===== src/rtl/refill_seq_pkg.sv =====
package refill_seq_pkg;
  typedef enum logic [1:0] {
    ST_IDLE = 2'd0,
    ST_FILL = 2'd1,
    ST_DONE = 2'd2
  } fill_state_e;
endpackage


===== src/rtl/refill_beat_cnt.sv =====
module refill_beat_cnt #(
  parameter int unsigned BEATS = 8,
  localparam int unsigned CW = $clog2(BEATS)
) (
  input  logic          clk_i,
  input  logic          rst_ni,
  input  logic          clr_i,
  input  logic          inc_i,
  output logic [CW-1:0] cnt_o,
  output logic          last_o
);
  logic [CW-1:0] cnt_q;

  always_ff @(posedge clk_i or negedge rst_ni) begin
    if (!rst_ni)    cnt_q <= '0;
    else if (clr_i) cnt_q <= '0;
    else if (inc_i) cnt_q <= cnt_q + 1'b1;
  end

  assign cnt_o  = cnt_q;
  assign last_o = (cnt_q == CW'(BEATS - 1));
endmodule


===== src/rtl/refill_order.sv =====
module refill_order #(
  parameter int unsigned BEATS = 8,
  localparam int unsigned CW = $clog2(BEATS)
) (
  input  logic          ascend_i,
  input  logic [CW-1:0] crit_i,
  input  logic [CW-1:0] cnt_i,
  output logic [CW-1:0] idx_o,
  output logic          is_crit_o
);
  logic [CW-1:0] start;

  // power-of-two beat count: truncating add gives the wrap
  assign start     = ascend_i ? '0 : crit_i;
  assign idx_o     = start + cnt_i;
  assign is_crit_o = (idx_o == crit_i);
endmodule


===== src/rtl/refill_seq.sv =====
module refill_seq
  import refill_seq_pkg::*;
#(
  parameter int unsigned ADDR_W     = 32,
  parameter int unsigned LINE_BYTES = 64,
  parameter int unsigned BEAT_BYTES = 8,
  localparam int unsigned BEATS = LINE_BYTES / BEAT_BYTES,
  localparam int unsigned CW    = $clog2(BEATS),
  localparam int unsigned LSB   = $clog2(BEAT_BYTES)
) (
  input  logic              clk_i,
  input  logic              rst_ni,
  input  logic              req_valid_i,
  input  logic [ADDR_W-1:0] req_addr_i,
  input  logic              req_ascend_i,
  output logic              req_ready_o,
  input  logic              beat_valid_i,
  output logic [CW-1:0]     beat_idx_o,
  output logic              beat_crit_o,
  output logic              line_done_o
);
  fill_state_e   state_q, state_d;
  logic [CW-1:0] crit_q;
  logic          ascend_q;
  logic          accept, in_fill, take_beat;
  logic [CW-1:0] cnt;
  logic          cnt_last, is_crit;

  assign in_fill   = (state_q == ST_FILL);
  assign accept    = (state_q == ST_IDLE) && req_valid_i;
  assign take_beat = in_fill && beat_valid_i;

  always_comb begin
    state_d = state_q;
    case (state_q)
      ST_IDLE: if (req_valid_i) state_d = ST_FILL;
      ST_FILL: if (take_beat && cnt_last) state_d = ST_DONE;
      ST_DONE: state_d = ST_IDLE;
      default: state_d = ST_IDLE;
    endcase
  end

  always_ff @(posedge clk_i or negedge rst_ni) begin
    if (!rst_ni) begin
      state_q  <= ST_IDLE;
      crit_q   <= '0;
      ascend_q <= 1'b0;
    end else begin
      state_q <= state_d;
      if (accept) begin
        crit_q   <= req_addr_i[LSB +: CW];
        ascend_q <= req_ascend_i;
      end
    end
  end

  refill_beat_cnt #(.BEATS(BEATS)) u_cnt (
    .clk_i  (clk_i),
    .rst_ni (rst_ni),
    .clr_i  (accept),
    .inc_i  (take_beat),
    .cnt_o  (cnt),
    .last_o (cnt_last)
  );

  refill_order #(.BEATS(BEATS)) u_order (
    .ascend_i  (ascend_q),
    .crit_i    (crit_q),
    .cnt_i     (cnt),
    .idx_o     (beat_idx_o),
    .is_crit_o (is_crit)
  );

  assign req_ready_o = (state_q == ST_IDLE);
  assign beat_crit_o = take_beat && is_crit;
  assign line_done_o = (state_q == ST_DONE);

  // checker state
  logic [BEATS-1:0] seen_q;
  logic [CW:0]      crit_cnt_q;

  always_ff @(posedge clk_i or negedge rst_ni) begin
    if (!rst_ni) begin
      seen_q     <= '0;
      crit_cnt_q <= '0;
    end else if (accept) begin
      seen_q     <= '0;
      crit_cnt_q <= '0;
    end else if (take_beat) begin
      seen_q <= seen_q | (BEATS'(1) << beat_idx_o);
      if (beat_crit_o) crit_cnt_q <= crit_cnt_q + 1'b1;
    end
  end

  a_r3_all_covered: assert property (@(posedge clk_i) disable iff (!rst_ni)
    line_done_o |-> (&seen_q));
  a_r4_one_crit: assert property (@(posedge clk_i) disable iff (!rst_ni)
    line_done_o |-> (crit_cnt_q == 1));
  a_r2_base_first: assert property (@(posedge clk_i) disable iff (!rst_ni)
    (in_fill && ascend_q && cnt == '0) |-> (beat_idx_o == '0));
  a_r5_hold_idx: assert property (@(posedge clk_i) disable iff (!rst_ni)
    (in_fill && !beat_valid_i) |=> $stable(beat_idx_o));
  a_r6_done_pulse: assert property (@(posedge clk_i) disable iff (!rst_ni)
    line_done_o |=> (!line_done_o && req_ready_o));
  a_r7_no_ready_busy: assert property (@(posedge clk_i) disable iff (!rst_ni)
    (req_ready_o && req_valid_i) |=> !req_ready_o);
  a_r9_idle_quiet: assert property (@(posedge clk_i) disable iff (!rst_ni)
    req_ready_o |-> !beat_crit_o);
endmodule


===== config.mk =====
export PLATFORM = sky130hd
export DESIGN_NAME = refill_seq
export DESIGN_NICKNAME = d
export VERILOG_FILES = /design/src/rtl/refill_seq_pkg.sv /design/src/rtl/refill_beat_cnt.sv /design/src/rtl/refill_order.sv /design/src/rtl/refill_seq.sv
export SDC_FILE = /design/constraint.sdc
export NUM_CORES = 1
export LEC_CHECK = 0
export BUFFER_PORTS_ARGS = -buffer_cell sky130_fd_sc_hd__buf_2
export CORE_UTILIZATION = 39
export DETAILED_ROUTE_END_ITERATION = 7
export PLACE_DENSITY_LB_ADDON = 0.2
export SYNTH_ARGS = -nofsm -noshare
export SYNTH_HDL_FRONTEND = slang
export SYNTH_HIERARCHICAL = 1
export SYNTH_SLANG_ARGS = --single-unit
export TNS_END_PERCENT = 10

===== constraint.sdc =====
create_clock -name clk_i -period 4.9 [get_ports clk_i]
set_input_delay 0.98 -clock clk_i [delete_from_list [all_inputs] [get_ports clk_i]]
set_output_delay 0.98 -clock clk_i [all_outputs]
set_load 0.005 [all_outputs]

* Yosys cells after proc, flatten, opt, wreduce, memory -nomap -nowiden
Cells that the tools add are included.
Storage, ports and cells: register bits after elaboration 9, word-level logic and storage cells 25, output and inout port bits 6, input bits 37
Cells by class: reduce and logical (&&, ||, !) cells 7, eq/ne operators 6, add/sub/neg operators 2, multiplexer cells 6
Operators with widths (number):
- $mux 3 | 3
- $logic_and 1x1->1 | 4
- $mux 2 | 2
- $pmux 2 s2 | 1
- $add 3x1->3 const B | 1
- $add 3x3->3 | 1
- $eq 3x3->1 | 1
- $eq 3x3->1 const B | 1
- $eq 2x1->1 const B | 1
- $eq 2x2->1 const B | 1
- $logic_not 2->1 | 1
- $ne 2x1->1 const B | 1
- $ne 2x2->1 const B | 1
- $reduce_and 2->1 | 1
- $reduce_bool 2->1 | 1

* Logic depth before layout (Yosys ltp)
Gate-level depths: netlist of run 1.
word-level depth 5, mapped depth 7, depth with buffers taken out 7

* Modules after synthesis
The synthesis of run 1 kept the hierarchy.
Modules (own cells, without submodules):
- refill_seq | times used 1, cells an instance 18, sequential area each 150.1 µm², area an instance 266.5 µm²
- refill_beat_cnt | times used 1, cells an instance 11, sequential area each 75.1 µm², area an instance 140.1 µm²
- refill_order | times used 1, cells an instance 12, sequential area each 0.0 µm², area an instance 112.6 µm²

* Worst setup path before layout of run 1
OpenSTA, ideal clock, no wires.
path type reg-to-output, from register crit_q[0], to output port beat_crit_o, required time 3.920 ns, path buffers 0, arrival 1.661 ns, stages on the path, launching flop included 8, slack 2.259 ns, path through dfrtp_1 > nor2b_1 > ha_1 > fa_1 > xnor2_2 > xnor2_1 > and3_1 > and2_1
On the way: word-level cells in the longest chain between the ends 4
Ends and longest elaborated chain:
- from (decl) | line refill_seq.sv:23 | logic [CW-1:0] crit_q;
- from (signal assigned) | line refill_seq.sv:51 | crit_q <= req_addr_i[LSB +: CW];
- $mux 3 | line refill_order.sv:14 | assign start = ascend_i ? '0 : crit_i;
- $add 3x3->3 | line refill_order.sv:15 | assign idx_o = start + cnt_i;
- $eq 3x3->1 (*) | line refill_order.sv:16 | assign is_crit_o = (idx_o == crit_i);
- net is_crit | line refill_seq.sv:27 | logic cnt_last, is_crit;
- $logic_and 1x1->1 (*) | line refill_seq.sv:75 | assign beat_crit_o = take_beat && is_crit;
- to (decl) | line refill_seq.sv:19 | output logic beat_crit_o,
The timed path passes the listed nets; every way through them passes the cells marked *.

* Final worst setup path of run 1
Same ends and word-level chain as after synthesis.

==> metrics.md, run 1 <==
| Metric | Value |
|---|---|
| Setup total negative slack | 0 ps |
| Floorplan die width | a little under 40 µm |
| Fraction of layout instances using a drive strength above 1 | roughly 43% |
| Count of maximum capacitance violations | 0 |
| Final Max Slew Viols | 0 |
| Crit Path Max Fanout | 3 |
| Critical-path cell with the highest stage delay | fa_1 |
| Crit path buffers/inverters | 1 |
| Worst Max-Slew Pin Slew | about 340 ps |
| Maximum single-stage delay on the critical path | about 410 ps |
| Yosys top cell area share | about 43% |
| CTS Root Buffer Type | clkbuf_4 |
| M3 GR Usage | roughly 1.7% |
| Sequential cell area | between 200 and 250 µm² |
| First-pass detailed-route iteration total | 3 |
| Fill cell total of the finished layout | between 100 and 150 |
| Setup repair after global routing missed its margin | false |
| CTS max path bufs | 2 |
| Avg Cell Area, Syn | about 13 µm² |
| Final routed DRC violation total | 0 |
| Largest net degree at the start of global routing | 10 |
| Worst vdd ir | about 290 µV |
| Nets | 100 |
| Initial antenna violation count | 0 |
| Cell taking the most area after synthesis | dfrtp_1 |
| Portion of the post-synthesis area used by sequential elements | approximately 43% |
| Total power of the final layout | ~440 µW |
| Antenna diode count | 0 |
| Overall die height | between 30 and 40 µm |
| Average vias per placed instance | around 4.6 |
| Initial Utilization | 44.34% |
| Count of final hold-check violations | 0 |
| Count of instances resized after the clock tree is built | 0 |
| Met2 Track Usage GR | a little under a fifth |
| Post-route antenna net violation count | 0 |
| Synth Register Bits | 9 |
| Worst endpoint required time | between 3000 and 4000 ps |
| Critical path, cell by cell | nor2b_1 -> ha_1 -> fa_1 -> xnor2_2 -> xnor2_1 -> and3_1 -> and2_1 -> buf_2 |
| Mapped Cells | between 40 and 50 |
| Multi-input gate area | about 290 µm² |
| Total gr overflow | 0 |
| # clock sinks | 9 |
| Number of design-rule violations left by the first detailed-router iteration | 3 |
| Pwr per Cell Area | between 700 and 800 mW/mm² |
| Result of the run | complete, no violations |
| Number of global-route vias before repair | 335 |
| Core ar. | roughly 0.0012 mm² |
| Final instance count without filler cells | 72 |
| Wire length of the first global-routing pass | about 1300 µm |
| GR Util met1 | between 10% and 20% |
| Placed insts | between 60 and 70 |
| Yosys warnings | 6 |
| Final period utilization | 62.61% |
| Register clock-pin slew on the reported worst setup and hold paths | 50 ps |
| Arrival @ worst endpoint | roughly 2100 ps |
| Count of cell types in the netlist | 17 |
| Site Rows | 12 |
| Grt peak-use layer | met2 |
| H-tree depth | 1 |
| Dominant delay contributor by cell family on the critical path | adder cells |
| Critical Path Sink Type | output pin |
| Path type of the worst min-delay path | reg2reg |
| Most area-consuming cells after synthesis | dfrtp_1 43%, mux2_2 8.7%, xnor2_1 8.4% |
| Post-Syn Area | 519.2 µm² |
| Number of buffer cells added on primary ports | 13 |
| Placed wire-length estimate | 630.6 µm |
| Startpoint type of the worst setup path | register |
| Routed Wire Length | around 740 µm |
| Syn nets | 82 |
| Aggregate global-route resource usage | 13.08% |
| Post-route clock skew | about 8.6 ps |
| Count of buffers added by post-CTS timing repair for setup | 0 |
| Routability congestion estimate | ~0.67 |
| Maximum frequency from static timing analysis | ~0.33 GHz |
| # IOs | 43 |
| Leakage | a little over 0.0003 µW |
| Number of buffers inserted during clock tree synthesis | 3 |
| Detailed-route wire length per cell | a little over 10 µm |
| Area grow syn2layout | 20.96% |
| DR vias | between 300 and 400 |
| Worst-case headroom to the max-slew limit | 77.55% |
| Overall die area | ~0.0015 mm² |
| WS Path Type | reg2out |
| Clock tree from TritonCTS | built |
| Min cycle time layout | 3068 ps |
| Clock latency of the later-clocked register in the worst-skew pair | 250 ps |
| Number of setup violations in the final report | 0 |
| CTS Hold Buffers Added | 0 |
metal layers:
metal | wire length [µm] | up-vias
met5 | 0 | -
met4 | 0 | 0
met3 | 23 | 0
met2 | 329 | 9
met1 | 390 | 143
li1 | - | 178
per-stage QoR:
| step | setup WS (ps) | hold WS [ps] | util (%) | instance area (µm²) |
|---|---|---|---|---|
| after floorplan | 2259 | 495.7 | - | 519.2 |
| after global placement | 2096 | 532.5 | 51.39 | 601.8 |
| after detailed placement | 2065 | 544.9 | 51.39 | 601.8 |
| after CTS | 1792 | 557.8 | 53.63 | 628.1 |
| after global routing | 1682 | 573.5 | 53.63 | 628.1 |
| final | 1832 | 551.3 | 53.63 | 628.1 |
layout by cell type, fill, tap and decap left out:
master	synthesis	final
and2b_2	1	1
nor3b_4	1	1
a311oi_1	1	1
mux2_2	4	4
mux2i_1	2	2
nor2b_1	3	3
clkbuf_4	0	3
and2_1	1	1
nand2_1	1	1
fa_1	1	1
xnor2_2	1	1
nor2_1	5	5
clkbuf_1	0	1
and3b_2	1	1
dfrtp_1	9	9
ha_1	3	3
and4b_2	1	1
and3_1	1	1
xnor2_1	5	5
buf_2	0	13
registers in the layout, summed over array words and instances, names as in the netlist:
register,count
crit_q,3
ascend_q,1
u_cnt/cnt_o,3
state_q,2
worst reg2reg max path, cell delays in order, from the launching register on:
cell and delay, ps:
dfrtp_1 440, nor3b_4 370, mux2_2 380
report_power, final:
part           internal, µW  switching [µW]  total (µW)
logic                   145            94.3         240
registers               110            39.8         150
clock network          31.2            23.4        54.6
final timing paths:
check | startpoint | endpoint | slack, ps | depth (start not counted)
worst max-delay path | crit_q[0] | beat_crit_o | 1830 | 8
worst min-delay path | crit_q[2] | crit_q[2] | 550 | 1
worst max register to register | state_q[1] | crit_q[0] | 3590 | 2
worst min register to register | crit_q[2] | crit_q[2] | 550 | 1
max in group asynchronous | rst_ni | crit_q[0] | 4150 | 1
min in group asynchronous | rst_ni | state_q[1] | 560 | 1
final cells by class:
type,instances,share of cell area (%)
multi-input cells,32,46.81
repair buffers,13,10.36
clock buffers,4,4.183
well taps,14,2.789
flip-flops and latches,9,35.86
cells in the mapped netlist:
| cell type | instances |
|---|---|
| xnor2_1 | 5 |
| nor2_1 | 5 |
| and3b_2 | 1 |
| fa_1 | 1 |
| a311oi_1 | 1 |
| mux2_2 | 4 |
| nor3b_4 | 1 |
| nor2b_1 | 3 |
| dfrtp_1 | 9 |
| and4b_2 | 1 |
| ha_1 | 3 |
| nand2_1 | 1 |
| and3_1 | 1 |
| and2b_2 | 1 |
| and2_1 | 1 |
| mux2i_1 | 2 |
| xnor2_2 | 1 |
cells by family (layout without fill, tap and decap cells):
kind of cell / after synthesis / in the layout / synth area share (%)
xor+xnor: 6 / 6 / 11.57
compound gates: 1 / 1 / 1.687
flops: 9 / 9 / 43.37
mux: 6 / 6 / 12.53
fa+ha+maj: 4 / 4 / 11.09
buf+inv: 0 / 17 / 0
simple gates: 15 / 15 / 19.76
(Power assumes the default switching activity.)
==> inputs of run 2 (changes only) <==
CORE_UTILIZATION = 36   (was 39)
clock period = 2.9 ns   (was 4.9 ns; I/O delays follow)
==> metrics.md, run 2 (synthesis results as in run 1) <==
| Metric | Value |
|---|---|
| Result of the run | complete, no violations |
| Worst vdd ir | 490.3 µV (+70%) |
| First element of the critical path | crit_q[0] |
| Critical-path cell with the highest stage delay | dfrtp_1 |
| FF-to-FF setup slack | 1550 ps (-2040 ps) |
| Average vias per placed instance | 4.836 (+5.5%) |
| Number of buffers inserted during clock tree synthesis | 3 (unchanged) |
| Fraction of layout instances using a drive strength above 1 | 43.10% (unchanged) |
| CP Capture Point | beat_crit_o |
| Reg-to-reg critical path startpoint | state_q[1] |
| Post-route antenna net violation count | 0 (unchanged) |
| Register clock-pin slew on the reported worst setup and hold paths | 60 ps (about the same) |
| Aggregate global-route resource usage | 14.05% (+0.97 points) |
| Core ar. | 0.001318 mm² (+13%) |
| Worst Max-Slew Pin Slew | 394.9 ps (+58.51 ps) |
| Post-route clock skew | 2.686 ps (-5.928 ps) |
| Routability congestion estimate | 0.6279 (-6.8%) |
| Commonest cells after routing, fill and taps aside | 13 x buf_2, 9 x dfrtp_1, 5 x nor2_1, 5 x xnor2_1, 4 x mux2_2 |
| Largest net degree at the start of global routing | 10 (unchanged) |
| Clock tree from TritonCTS | built |
| Number of global-route vias before repair | 315 (-6.0%) |
| Arrival @ worst endpoint | 2100 ps (about the same) |
| CTS Hold Buffers Added | 0 (unchanged) |
| Maximum frequency from static timing analysis | around 0.37 GHz |
| Initial Utilization | 39.41% (-4.9 points) |
| Number of cells traversed by the worst register-to-register path | 2 (unchanged) |
| Pwr per Cell Area | 1205 mW/mm² (+70%) |
| Count of maximum capacitance violations | 0 (unchanged) |
| Count of buffers added by post-CTS timing repair for setup | 0 (unchanged) |
| Critical path, cell by cell | nor2b_1 -> ha_1 -> fa_1 -> xnor2_2 -> xnor2_1 -> and3_1 -> and2_1 -> buf_2 |
| Setup total negative slack | 0 ps (unchanged) |
| Final routed DRC violation total | 0 (unchanged) |
| H-tree depth | 1 (unchanged) |
| Critical Path Sink Type | output pin |
| Leakage | 0.0003048 µW (unchanged) |
| # IOs | 43 (unchanged) |
| Post-Place Cell Area | 603.1 µm² (+0.21%) |
| Detailed-route wire length per cell | 11.86 µm (+15%) |
| Overall die height | 39.98 µm (+3.9%) |
| Number of setup violations in the final report | 0 (unchanged) |
| Maximum single-stage delay on the critical path | 400 ps (about the same) |
| CTS Root Buffer Type | clkbuf_4 |
| Routed Wire Length | 866 µm (+17%) |
| Path type of the worst min-delay path | in2async |
| Floorplan die width | 39.98 µm (+3.9%) |
| Final period utilization | 92.36% |
| Total gr overflow | 0 (unchanged) |
| Number of design-rule violations left by the first detailed-router iteration | 4 (+1) |
| Antenna diode count | 0 (unchanged) |
| Final non-filler cell area | 629.4 µm² (+0.20%) |
| Nets | 100 (unchanged) |
| WS Path Type | reg2out |
| Min cycle time layout | approximately 2700 ps |
| Overall die area | 0.001598 mm² (+7.9%) |
| # clock sinks | 9 (unchanged) |
| Setup repair after global routing missed its margin | false |
| Placed wire-length estimate | 682.3 µm (+8.2%) |
| First-pass detailed-route iteration total | 2 (-1) |
| Crit Path Max Fanout | 3 (unchanged) |
| Initial antenna violation count | 0 (unchanged) |
| Count of final hold-check violations | 0 (unchanged) |
| Count of instances resized after the clock tree is built | 0 (unchanged) |
| Site Rows | 13 (+1) |
| Wire length of the first global-routing pass | 1331 µm (+1.5%) |
| Worst-case headroom to the max-slew limit | 73.65% (-3.9 points) |
| DR vias | 353 (+7.0%) |
| Area grow syn2layout | 21.20% |
| CTS max path bufs | 2 (unchanged) |
| Worst reg2reg path endpoint | ascend_q |
| Most common cell after layout, fill and taps aside | buf_2 |
| Worst endpoint required time | 2320 ps (-1600 ps) |
| Final Max Slew Viols | 0 (unchanged) |
| Startpoint type of the worst setup path | register |
| Number of buffer cells added on primary ports | 13 (unchanged) |
| Clock latency of the later-clocked register in the worst-skew pair | 260 ps (about the same) |
## run 2: cell counts in the layout (fill, tap and decap cells not counted)
No cell type changed its count.
## run 2: final cells by class
class,count,area [µm²]
sequential,9,225.2
timing repair buffer,13,65.06
tap,15,18.77
fill,131,688.2
multi-input combinational,32,294.0
clock buffer,4,26.28
## run 2: worst min-delay path by stage
stage                      to  slack, ps
6_report           state_q[0]        160
3_3_place_gp   u_cnt/cnt_o[0]        440
2_1_floorplan        ascend_q        280
3_5_place_dp   u_cnt/cnt_o[0]        440
5_1_grt            state_q[0]        160
4_1_cts        u_cnt/cnt_o[0]        160
## run 2: power breakdown
part / switching (µW) / leakage [µW] / internal [µW]
Sequential: 70.3 / 0.000108 / 186
Clock: 42.2 / 0.0000150 / 52.9
Combinational: 162 / 0.000182 / 245
Total: 275 / 0.000305 / 484
## run 2: metal layers
layer | vias up | global-route usage, % | part of all wire, %
li1 | 176 | - | -
met1 | 164 | 15.73 | 49
met2 | 13 | 20.16 | 43
met3 | 0 | 10.56 | 8.1
met4 | 0 | 5.172 | 0
met5 | - | 0 | 0
## run 2: worst max-delay path, delay by kind of cell (launching register included)
| family | cells | cell delay, ps |
|---|---|---|
| simple gates | 3 | 440 |
| fa+ha+maj | 2 | 590 |
| buf+inv | 1 | 120 |
| flops | 1 | 400 |
| xor+xnor | 2 | 300 |
## run 2: metrics by stage
step	utilization, %	instances	power, µW	setup WS [ps]	hold WS [ps]
finish	47.77	73	758.6	221.5	161.2
global route	47.77	73	840.0	81.62	162.0
CTS	47.77	73	775.0	194.0	159.9
detailed placement	45.77	69	676.1	483.8	444.7
global placement	45.77	69	663.9	499.2	440.0
floorplan	-	41	554.5	659.4	284.4
